--- src/rtl/flash_poll_pkg.sv ---
package flash_poll_pkg;
  typedef enum logic [1:0] {ST_IDLE, ST_REQ, ST_EVAL} fsm_e;
  typedef enum logic [2:0] {PH_PRIME, PH_RUN, PH_RECHK, PH_RE1, PH_RE2} phase_e;
  typedef enum logic [1:0] {VD_CONT, VD_PASS, VD_FAIL} verdict_e;
endpackage

--- src/rtl/poll_bus_port.sv ---
module poll_bus_port #(
  parameter int AW = 22,
  parameter int DW = 16,
  parameter int CW = 8
) (
  input  logic          clk_i,
  input  logic          rst_ni,
  input  logic          launch_i,
  input  logic          issue_i,
  input  logic [AW-1:0] addr_i,
  input  logic          rd_ack_i,
  input  logic [DW-1:0] rd_data_i,
  output logic          rd_req_o,
  output logic [AW-1:0] rd_addr_o,
  output logic [DW-1:0] word_o,
  output logic [CW-1:0] count_o
);
  logic [AW-1:0] addr_q;
  logic [DW-1:0] word_q;
  logic [CW-1:0] cnt_q;
  logic          beat;

  assign beat = issue_i & rd_ack_i;

  always_ff @(posedge clk_i or negedge rst_ni) begin
    if (!rst_ni) begin
      addr_q <= '0;
      word_q <= '0;
      cnt_q  <= '0;
    end else begin
      if (launch_i) begin
        addr_q <= addr_i;
        cnt_q  <= '0;
      end else if (beat) begin
        word_q <= rd_data_i;
        cnt_q  <= cnt_q + 1'b1;
      end
    end
  end

  assign rd_req_o  = issue_i;
  assign rd_addr_o = addr_q;
  assign word_o    = word_q;
  assign count_o   = cnt_q;
endmodule

--- src/rtl/poll_judge.sv ---
module poll_judge
  import flash_poll_pkg::*;
#(
  parameter int DW       = 16,
  parameter int DONE_BIT = 7,
  parameter int TGL_BIT  = 6,
  parameter int ERR_BIT  = 5
) (
  input  logic          toggle_i,
  input  logic          erase_i,
  input  logic [DW-1:0] exp_i,
  input  logic [DW-1:0] cur_i,
  input  logic [DW-1:0] prev_i,
  input  phase_e        phase_i,
  output verdict_e      verdict_o,
  output phase_e        phase_o,
  output logic          load_prev_o
);
  logic [DW-1:0] target;
  logic          dq_match, tg_same, err_bit;
  verdict_e      finish;

  assign target   = erase_i ? '1 : exp_i;
  assign dq_match = (cur_i[DONE_BIT] == target[DONE_BIT]);
  assign tg_same  = (cur_i[TGL_BIT] == prev_i[TGL_BIT]);
  assign err_bit  = cur_i[ERR_BIT];
  // erase completion requires the whole word to read as all ones
  assign finish   = (erase_i && (cur_i != {DW{1'b1}})) ? VD_FAIL : VD_PASS;

  always_comb begin
    verdict_o   = VD_CONT;
    phase_o     = phase_i;
    load_prev_o = 1'b0;
    if (!toggle_i) begin
      unique case (phase_i)
        PH_RECHK: verdict_o = dq_match ? finish : VD_FAIL;
        default: begin
          if (dq_match)     verdict_o = finish;
          else if (err_bit) phase_o   = PH_RECHK;
        end
      endcase
    end else begin
      load_prev_o = 1'b1;
      unique case (phase_i)
        PH_PRIME: phase_o = PH_RUN;
        PH_RE1:   phase_o = PH_RE2;
        PH_RE2:   verdict_o = tg_same ? finish : VD_FAIL;
        default: begin
          if (tg_same)      verdict_o = finish;
          else if (err_bit) phase_o   = PH_RE1;
        end
      endcase
    end
  end
endmodule

--- src/rtl/poll_limit.sv ---
module poll_limit #(
  parameter int CW = 8
) (
  input  logic          clk_i,
  input  logic          rst_ni,
  input  logic          launch_i,
  input  logic [CW-1:0] max_i,
  input  logic [CW-1:0] count_i,
  output logic          at_limit_o
);
  logic [CW-1:0] max_q;

  always_ff @(posedge clk_i or negedge rst_ni) begin
    if (!rst_ni)       max_q <= '0;
    else if (launch_i) max_q <= max_i;
  end

  assign at_limit_o = (count_i >= max_q);
endmodule

--- src/rtl/flash_poll_engine.sv ---
module flash_poll_engine
  import flash_poll_pkg::*;
#(
  parameter int AW       = 22,
  parameter int DW       = 16,
  parameter int CW       = 8,
  parameter int DONE_BIT = 7,
  parameter int TGL_BIT  = 6,
  parameter int ERR_BIT  = 5
) (
  input  logic          clk_i,
  input  logic          rst_ni,
  input  logic          start_i,
  input  logic          mode_i,
  input  logic          erase_i,
  input  logic [AW-1:0] addr_i,
  input  logic [DW-1:0] exp_data_i,
  input  logic [CW-1:0] max_reads_i,
  output logic          rd_req_o,
  output logic [AW-1:0] rd_addr_o,
  input  logic          rd_ack_i,
  input  logic [DW-1:0] rd_data_i,
  output logic          busy_o,
  output logic          done_o,
  output logic          pass_o,
  output logic          fail_o,
  output logic          timeout_o,
  output logic [CW-1:0] read_count_o
);
  fsm_e          state_q;
  phase_e        phase_q, phase_nx;
  verdict_e      verdict;
  logic          toggle_q, erase_q, load_prev, at_limit, launch;
  logic [DW-1:0] exp_q, prev_q, cur_word;
  logic [CW-1:0] count;
  logic          done_q, pass_q, fail_q, tmo_q;

  assign launch = (state_q == ST_IDLE) && start_i;

  poll_bus_port #(.AW(AW), .DW(DW), .CW(CW)) u_port (
    .clk_i     (clk_i),
    .rst_ni    (rst_ni),
    .launch_i  (launch),
    .issue_i   (state_q == ST_REQ),
    .addr_i    (addr_i),
    .rd_ack_i  (rd_ack_i),
    .rd_data_i (rd_data_i),
    .rd_req_o  (rd_req_o),
    .rd_addr_o (rd_addr_o),
    .word_o    (cur_word),
    .count_o   (count)
  );

  poll_judge #(.DW(DW), .DONE_BIT(DONE_BIT), .TGL_BIT(TGL_BIT), .ERR_BIT(ERR_BIT)) u_judge (
    .toggle_i    (toggle_q),
    .erase_i     (erase_q),
    .exp_i       (exp_q),
    .cur_i       (cur_word),
    .prev_i      (prev_q),
    .phase_i     (phase_q),
    .verdict_o   (verdict),
    .phase_o     (phase_nx),
    .load_prev_o (load_prev)
  );

  poll_limit #(.CW(CW)) u_limit (
    .clk_i      (clk_i),
    .rst_ni     (rst_ni),
    .launch_i   (launch),
    .max_i      (max_reads_i),
    .count_i    (count),
    .at_limit_o (at_limit)
  );

  always_ff @(posedge clk_i or negedge rst_ni) begin
    if (!rst_ni) begin
      state_q  <= ST_IDLE;
      phase_q  <= PH_RUN;
      toggle_q <= 1'b0;
      erase_q  <= 1'b0;
      exp_q    <= '0;
      prev_q   <= '0;
      done_q   <= 1'b0;
      pass_q   <= 1'b0;
      fail_q   <= 1'b0;
      tmo_q    <= 1'b0;
    end else begin
      unique case (state_q)
        ST_IDLE: if (start_i) begin
          state_q  <= ST_REQ;
          toggle_q <= mode_i;
          erase_q  <= erase_i;
          exp_q    <= exp_data_i;
          phase_q  <= mode_i ? PH_PRIME : PH_RUN;
          done_q   <= 1'b0;
          pass_q   <= 1'b0;
          fail_q   <= 1'b0;
          tmo_q    <= 1'b0;
        end
        ST_REQ: if (rd_ack_i) state_q <= ST_EVAL;
        ST_EVAL: begin
          if (load_prev) prev_q <= cur_word;
          phase_q <= phase_nx;
          if (verdict != VD_CONT) begin
            state_q <= ST_IDLE;
            done_q  <= 1'b1;
            pass_q  <= (verdict == VD_PASS);
            fail_q  <= (verdict == VD_FAIL);
          end else if (at_limit) begin
            state_q <= ST_IDLE;
            done_q  <= 1'b1;
            tmo_q   <= 1'b1;
          end else begin
            state_q <= ST_REQ;
          end
        end
        default: state_q <= ST_IDLE;
      endcase
    end
  end

  assign busy_o       = (state_q != ST_IDLE);
  assign done_o       = done_q;
  assign pass_o       = pass_q;
  assign fail_o       = fail_q;
  assign timeout_o    = tmo_q;
  assign read_count_o = count;
endmodule

--- config.mk ---
export PLATFORM = sky130hd
export DESIGN_NAME = flash_poll_engine
export DESIGN_NICKNAME = d
export VERILOG_FILES = /design/src/rtl/flash_poll_pkg.sv /design/src/rtl/poll_bus_port.sv /design/src/rtl/poll_judge.sv /design/src/rtl/poll_limit.sv /design/src/rtl/flash_poll_engine.sv
export SDC_FILE = /design/constraint.sdc
export NUM_CORES = 1
export LEC_CHECK = 0
export BUFFER_PORTS_ARGS = -buffer_cell sky130_fd_sc_hd__clkbuf_2
export CAP_MARGIN = 0
export CORE_MARGIN = 1
export CORE_UTILIZATION = 30
export CTS_CLUSTER_SIZE = 12
export DETAILED_ROUTE_END_ITERATION = 8
export PLACE_DENSITY = 0.59
export SLEW_MARGIN = 40
export SYNTH_ARGS = -nofsm -noshare
export SYNTH_HDL_FRONTEND = slang
export SYNTH_HIERARCHICAL = 1
export SYNTH_SLANG_ARGS = --single-unit
--- constraint.sdc ---
create_clock -name clk_i -period 4.8 [get_ports clk_i]
set_input_delay 0.96 -clock clk_i [delete_from_list [all_inputs] [get_ports clk_i]]
set_output_delay 0.96 -clock clk_i [all_outputs]
set_load 0.01 [all_outputs]
* Yosys cells after proc, flatten, opt, wreduce, memory -nomap -nowiden *
Index checks and enable logic that the tools add are counted.

word-level totals
  bits in registers = 80
  bits of input ports = 68
  word-level logic and storage cells = 94

cells by class
  $add $sub $neg = 1
  order comparisons = 1
  eq/ne operators = 22
  muxes and demuxes = 37
  bitwise logic cells = 2
  reduce and logical (&&, ||, !) cells = 17

operator list
  cell                  count
  $mux 8                3
  $mux 3                7
  $mux 2                9
  $ne 16x16->1 const B  1
  $ne 3x3->1 const B    4
  $mux 1                10
  $ne 2x2->1 const B    5
  $pmux 3 s3            1
  $add 8x1->8 const B   1
  $ge 8x8->1            1
  $pmux 1 s2            4
  $reduce_and 2->1      4
  $reduce_and 8->1      1
  $reduce_bool 2->1     4
  $eq 3x2->1 const B    2
  $pmux 2 s3            1
  $pmux 3 s2            1
  $reduce_and 3->1      2
  $ne 5x5->1 const B    1
  $eq 2x1->1 const B    2
  $eq 2x2->1 const B    2
  $ne 4x1->1 const B    1
  $pmux 2 s2            1
  $reduce_and 4->1      1
  other kinds (9)       11

* Depth between registers and ports, before layout *
Gate-level depths: netlist of run 1.

  depth in word-level cells = 9
  gate-level depth with buffers = 8
  gate-level depth less buffers = 7

* Hierarchy *
The synthesis of run 1 kept the hierarchy.

modules (own cells, without submodules)
  module             times used  cells an instance  area an instance (um^2)
  poll_bus_port      1           123                1856.8
  flash_poll_engine  1           115                1734.2
  poll_limit         1           49                 475.5
  poll_judge         1           40                 264.0

* Worst setup path before layout of run 1 *
Ideal clock, no wire load.

  path kind = input to register
  start = input port start_i
  end = register u_port.addr_q[0], in the netlist u_port/rd_addr_o[0]
  arrival time = 2181 ps
  path slack = 2495 ps
  cell stages on the path = 5
  path buffers = 2
  cells stage by stage = nand2b_1 nor2_1 buf_2 buf_1 mux2_2

between the ends
  longest elaborated chain between the ends = 1

ends and longest elaborated chain
  what                  RTL line                 RTL
  from (decl)           flash_poll_engine.sv:13  input logic start_i,
  $logic_and 1x1->1     flash_poll_engine.sv:38  assign launch = (state_q == ST_IDLE) && start_i;
  via launch            flash_poll_engine.sv:33  logic toggle_q, erase_q, load_prev, at_limit, launch;
  to (signal assigned)  poll_bus_port.sv:32      addr_q <= addr_i;
  to (decl)             poll_bus_port.sv:18      logic [AW-1:0] addr_q;

The timed path passes the listed nets, and every way through them passes these cells.
A chain may end at the register's enable or synchronous reset.

* Final worst setup path of run 1 *
  start = register state_q[1]
  end = output port rd_req_o

between the ends
  longest elaborated chain between the ends = 1

ends and longest elaborated chain
  what                    RTL line                  RTL
  from (decl)             flash_poll_engine.sv:30   fsm_e state_q;
  from (signal assigned)  flash_poll_engine.sv:77   state_q <= ST_IDLE;
  from (signal assigned)  flash_poll_engine.sv:90   state_q <= ST_REQ;
  from (signal assigned)  flash_poll_engine.sv:100  ST_REQ: if (rd_ack_i) state_q <= ST_EVAL;
  $eq 2x1->1              flash_poll_engine.sv:44   .issue_i (state_q == ST_REQ),
  to (decl)               flash_poll_engine.sv:19   output logic rd_req_o,

No other way between the ends.

==> results by group, run 1 <==
Floorplan
  • I/O pin total: roughly 100
  • DIE HEIGHT: ~110 um
  • Die ar.: 11100 um2
  • Site Rows: 37
  • Core region area: between 10000 and 15000 um2
  • Chip width: 105 um
  • Initial core utilization: a little under a third

Finish
  • Register area: around 1700 um2
  • # fillers: between 1000 and 1500
  • Share of cells above drive strength 1: around 44%
  • Nets: around 430
  • Design Area, Final: between 3000 and 4000 um2
  • Multi-input logic area: between 1000 and 1500 um2
  • Area growth, synth to finish: 21.9%
  • Final design utilization: 37.9%
  • Ant diodes: 0

STA
  • Final Max Slew Viols: 0
  • Setup_tns: 0 ns
  • Worst-Margin Slew: between 0.5 and 0.6 ns
  • Skew final: about 0.0072 ns
  • Hold Slack: 0.509 ns
  • Slew margin rel.: between 60% and 70%
  • Hold Vio Cnt, Final: 0
  • Period utilization: 50.5%
  • Min cycle time layout: 2.42 ns
  • Achievable Freq: a little over 0.4 GHz
  • # setup viols final: 0
  • RSZ-0062 raised after global routing: false

Route
  • DRT iter0 DRCs: 52
  • Total Wirelength: 6740 um
  • TritonRoute pass-1 iters: 4
  • Via count: around 2300
  • Wire per inst: approximately 14 um
  • Antenna Nets Post-Route: 0
  • DRC: 0
  • Via/cell ratio: approximately 4.7

Critical path
  • CP Depth: 2
  • Worst-path cell chain: nor2_1, clkbuf_2
  • Critical Path RT: 3.84 ns
  • WP data arrival: roughly 1.5 ns
  • Startpoint types: register
  • Worst-path maximum fanout: 10
  • Max incr delay on CP: 0.49 ns
  • CP max stage cell: dfrtp_1
  • CP top delay family: flip-flops
  • Buf/Inv on CP: 1
  • CP Capture Type: primary output
  • Crit Path Class: reg2out
  • Reg2reg path depth: 4

CTS
  • Clk sinks: 67
  • H-tree levels: 3
  • CTS tree: built
  • CTS buffer count: 9
  • Postcts setup bufs: 0
  • CTS resizes: 0
  • Hold-fix buffers, CTS: 0
  • CTS clock-pin slew for the worst setup and hold paths: 0.07 ns
  • CTS Buffer Depth: 2
  • Clk root buf: clkbuf_8
  • Clk_lat worst skew: about 0.35 ns

Placed design
  • Placed inst area: about 3700 um2
  • Routability cong.: between 0.7 and 0.8
  • Detail Placement HPWL: between 4000 and 5000 um
  • Port bufs: between 80 and 90

GRT
  • Global route total overflow: 0
  • First-pass GRT wire length: 11200 um
  • Largest net degree at the start of global routing: 51
  • Vias in the first global route: around 2400
  • Initial antenna violation count: 0
  • Total GRT Usage: approximately an eighth

Hold path
  • HP Class: reg2reg
  • Hold Path Cell Cnt: 1

Synth
  • Gate count of the mapped netlist: 267
  • Syn Area/Cell: 12.0 um2
  • Yosys synthesis warning count: 6
  • Synthesized net count: between 300 and 400
  • Mapped Area: approximately 3200 um2

Power
  • Static Leak: about 1.9 nW
  • PwrDens: roughly 610 nW/um2
  • Maximum VDD drop: ~0.28 mV
  • Tot Pwr: around 2.4 mW

Flow run
  • Max Cap Viol: 0

Status
  • Status: completed
[cells in the final DEF (no fill, tap or decap), types with 2 or more instances in the layout]
cell type,n
a31oi_1,2
mux2_2,32
nor3_1,2
or2b_1,2
o21ai_1,7
nand2b_1,3
nor2b_1,2
clkbuf_2,87
o21ai_0,13
buf_4,3
ha_1,9
a21oi_1,11
nand4_1,5
or2_2,2
o21a_1,2
a21o_1,4
nand2_1,15
nor2_1,5
mux2_4,11
o2bb2ai_1,2
dfrtp_1,66
nand3_1,10
or4_1,2
inv_1,14
clkbuf_1,4
clkbuf_8,10
o31ai_1,3
xor2_1,3
or3_1,3
a22o_1,3
[per-stage QoR]
stage                     worst slack (ns)  cells
after global routing                  2.29    493
after detailed placement              2.46    477
after floorplan                       2.64    267
after CTS                             2.35    493
final                                 2.38    493
after global placement                2.26    477
[final cells by class]
| class | count | share of cell area, % |
|---|---|---|
| Sequential cell | 67 | 42.9 |
| Multi-Input combinational cell | 170 | 34.9 |
| Timing Repair Buffer | 90 | 11.7 |
| Tap cell | 136 | 4.35 |
| Clock buffer | 14 | 3.90 |
| Inverter | 14 | 1.34 |
| Clock inverter | 2 | 0.896 |
[final timing paths]
path                       slack [ns]                                to                        startpoint
max reg2reg                      2.77     u_port/word_o[12]$_DFFE_PN0P_            state_q[1]$_DFFE_PN0P_
max                              2.38                          rd_req_o            state_q[1]$_DFFE_PN0P_
min reg2reg                      0.51  u_port/rd_addr_o[19]$_DFFE_PN0P_  u_port/rd_addr_o[19]$_DFFE_PN0P_
min                              0.51  u_port/rd_addr_o[19]$_DFFE_PN0P_  u_port/rd_addr_o[19]$_DFFE_PN0P_
max in group asynchronous        3.42            phase_q[0]$_DFFE_PN1P_                            rst_ni
min in group asynchronous        0.55                done_o$_DFFE_PN0P_                            rst_ni
[power breakdown]
group | internal, mW | switching, mW
Sequential | 0.817 | 0.186
Combinational | 0.478 | 0.449
Clock | 0.254 | 0.210
[sequential cells by signal, summed over array words and instances (netlist names)]
signal and cells:
pass_o 1, prev_q 1, toggle_q 1, phase_q 3, u_port/count_o 8, state_q 2, u_port/word_o 16, timeout_o 1
u_limit/max_q 8, erase_q 1, fail_o 1, exp_q 1, u_port/rd_addr_o 22, done_o 1
[layer usage]
layer / global-route usage (%) / share of wire (%) / up-vias
met3: 4.45 / 5.8 / 10
met4: 5.13 / 1.4 / 0
li1: - / - / 1109
met2: 21.4 / 49 / 65
met5: 0 / 0 / -
met1: 15.6 / 44 / 1122
No activity file was read; power rests on OpenSTA's default activity.
==> run 2: changes to the inputs <==
Settings changed: ABC_AREA from default to 1.
Clock period 4.8 ns to 2.5 ns, I/O delays scaled along.
==> run 2 against run 1 <==
Clock-buffer cell count unchanged. Clock skew up 0.0024 ns. Clock power up 88%. Highest routed layer unchanged. Largest power group unchanged. Global-route usage up 1.1 points. Design area up 2.8%. Hold slack got worse by 0.41 ns. Flip-flop and latch count unchanged. Worst setup slack worse by 1.7 ns. Area after synthesis up 3.3%. Cell count up 31%. Core utilization is 0.63 points lower. Power grew 87%.
==> results by group, run 2 <==
Finish
  • Area growth, synth to finish: 21.3%
  • Register area: about 1700 um2
  • Share of cells above drive strength 1: between 20% and 30%
  • Max FFs per register: 22
  • Nets: between 500 and 600
  • Ant diodes: 0
  • # fillers: roughly 1100
  • Multi-input logic area: 1360 um2
  • Most common cell after layout, fill and taps aside: nand2_1
  • Design Area, Final: between 4000 and 5000 um2
  • Most frequent cells in the layout: nand2_1 (202), clkbuf_2 (87), dfrtp_1 (66)

Route
  • Total Wirelength: ~7000 um
  • DRT iter0 DRCs: about 130
  • Wire per inst: ~11 um
  • TritonRoute pass-1 iters: 4
  • DRC: 0
  • Via/cell ratio: 4.28
  • Antenna Nets Post-Route: 0
  • Via count: about 2800

Status
  • Status: completed

CTS
  • Hold-fix buffers, CTS: 0
  • H-tree levels: 3
  • CTS buffer count: 9
  • CTS Buffer Depth: 2
  • Clk_lat worst skew: roughly 0.33 ns
  • Postcts setup bufs: 0
  • CTS tree: built
  • Clk root buf: clkbuf_8
  • CTS resizes: 0
  • CTS clock-pin slew for the worst setup and hold paths: ~0.07 ns
  • Clk sinks: 67

STA
  • Min cycle time layout: between 1.5 and 2 ns
  • Final Max Slew Viols: 0
  • Setup_tns: 0 ns
  • RSZ-0062 raised after global routing: false
  • # setup viols final: 0
  • Worst-Margin Slew: 0.430 ns
  • Hold Vio Cnt, Final: 0
  • Slew margin rel.: 71.3%
  • Period utilization: roughly 72%
  • Skew final: 0.00951 ns
  • Achievable Freq: 0.552 GHz

Placed design
  • Port bufs: 88
  • Routability cong.: between 0.8 and 0.9
  • Detail Placement HPWL: 5250 um
  • Placed inst area: around 3800 um2

Floorplan
  • Site Rows: 38
  • Chip width: about 110 um
  • I/O pin total: around 100
  • Initial core utilization: 30.7%
  • Die ar.: roughly 11000 um2
  • DIE HEIGHT: between 100 and 150 um
  • Core region area: ~11000 um2

Critical path
  • Startpoint types: register
  • Worst-path maximum fanout: 3
  • Crit Path Class: reg2out
  • CP Capture Type: primary output
  • WP data arrival: 1.31 ns
  • Critical Path RT: around 2.0 ns

GRT
  • Initial antenna violation count: 0
  • Vias in the first global route: ~2800
  • GR Util met1: 17.0%
  • GRT busiest layer: met2
  • Total GRT Usage: about 14%
  • Global-route met3 utilization: around 4.6%
  • GR Layer Usage met2: between 20% and 30%
  • Largest net degree at the start of global routing: 38
  • First-pass GRT wire length: about 13000 um
  • Global route total overflow: 0

Synth
  • Syn Area/Cell: between 7 and 8 um2
  • Synthesized net count: 496
  • Gate count of the mapped netlist: ~420
  • Mapped Area: between 3000 and 4000 um2
  • Yosys synthesis warning count: 6

Power
  • Static Leak: between 2 and 2.5 nW
  • PwrDens: ~1100 nW/um2
  • Maximum VDD drop: ~0.46 mV

Flow run
  • Max Cap Viol: 0

Hold path
  • HP Class: in2async
## run 2: worst paths after layout
check                           slack, ns                         start                               end  depth (start not counted)
worst max register to register       0.73        state_q[1]$_DFFE_PN0P_  u_port/rd_addr_o[19]$_DFFE_PN0P_                          7
max in group asynchronous            1.86                        rst_ni   u_port/rd_addr_o[5]$_DFFE_PN0P_                          2
worst min-delay path                 0.09                        rst_ni                done_o$_DFFE_PN0P_                          1
worst max-delay path                 0.69        state_q[0]$_DFFE_PN0P_                          rd_req_o                          3
min in group clk_i                   0.36                    addr_i[11]  u_port/rd_addr_o[11]$_DFFE_PN0P_                          3
worst min register to register       0.47  u_port/word_o[4]$_DFFE_PN0P_      u_port/word_o[4]$_DFFE_PN0P_                          2
## run 2: layer usage
layer	up-vias	wire length (um)
li1	1445	-
met1	1251	3380
met2	67	3290
met3	9	422
met4	0	106
met5	-	0
## run 2: critical path: stages, from the launching register on
cell      delay (ns)
dfrtp_1         0.42
inv_1           0.09
nor2_1          0.26
clkbuf_2        0.20
## run 2: cell type report
class	count	share of cell area, %
sequential	67	41.7
inverter	37	3.61
tap	140	4.36
multi-input combinational	296	33.7
clock inverter	2	0.871
timing repair buffer	91	11.9
clock buffer	14	3.80
## run 2: metrics by stage
step / power [mW] / util (%) / hold slack (ns) / std cells / setup slack [ns]
detailed placement: 3.64 / 35.5 / 0.458 / 631 / 0.656
CTS: 4.56 / 37.2 / 0.235 / 647 / 0.650
floorplan: 3.13 / - / 0.204 / 419 / 1.01
global route: 4.93 / 37.2 / 0.102 / 647 / 0.517
global placement: 3.57 / 35.5 / 0.454 / 631 / 0.691
finish: 4.47 / 37.2 / 0.0941 / 647 / 0.689
## run 2: power by group
| part | internal, mW | switching (mW) |
|---|---|---|
| clock network | 0.489 | 0.384 |
| logic | 0.645 | 1.08 |
| registers | 1.54 | 0.327 |
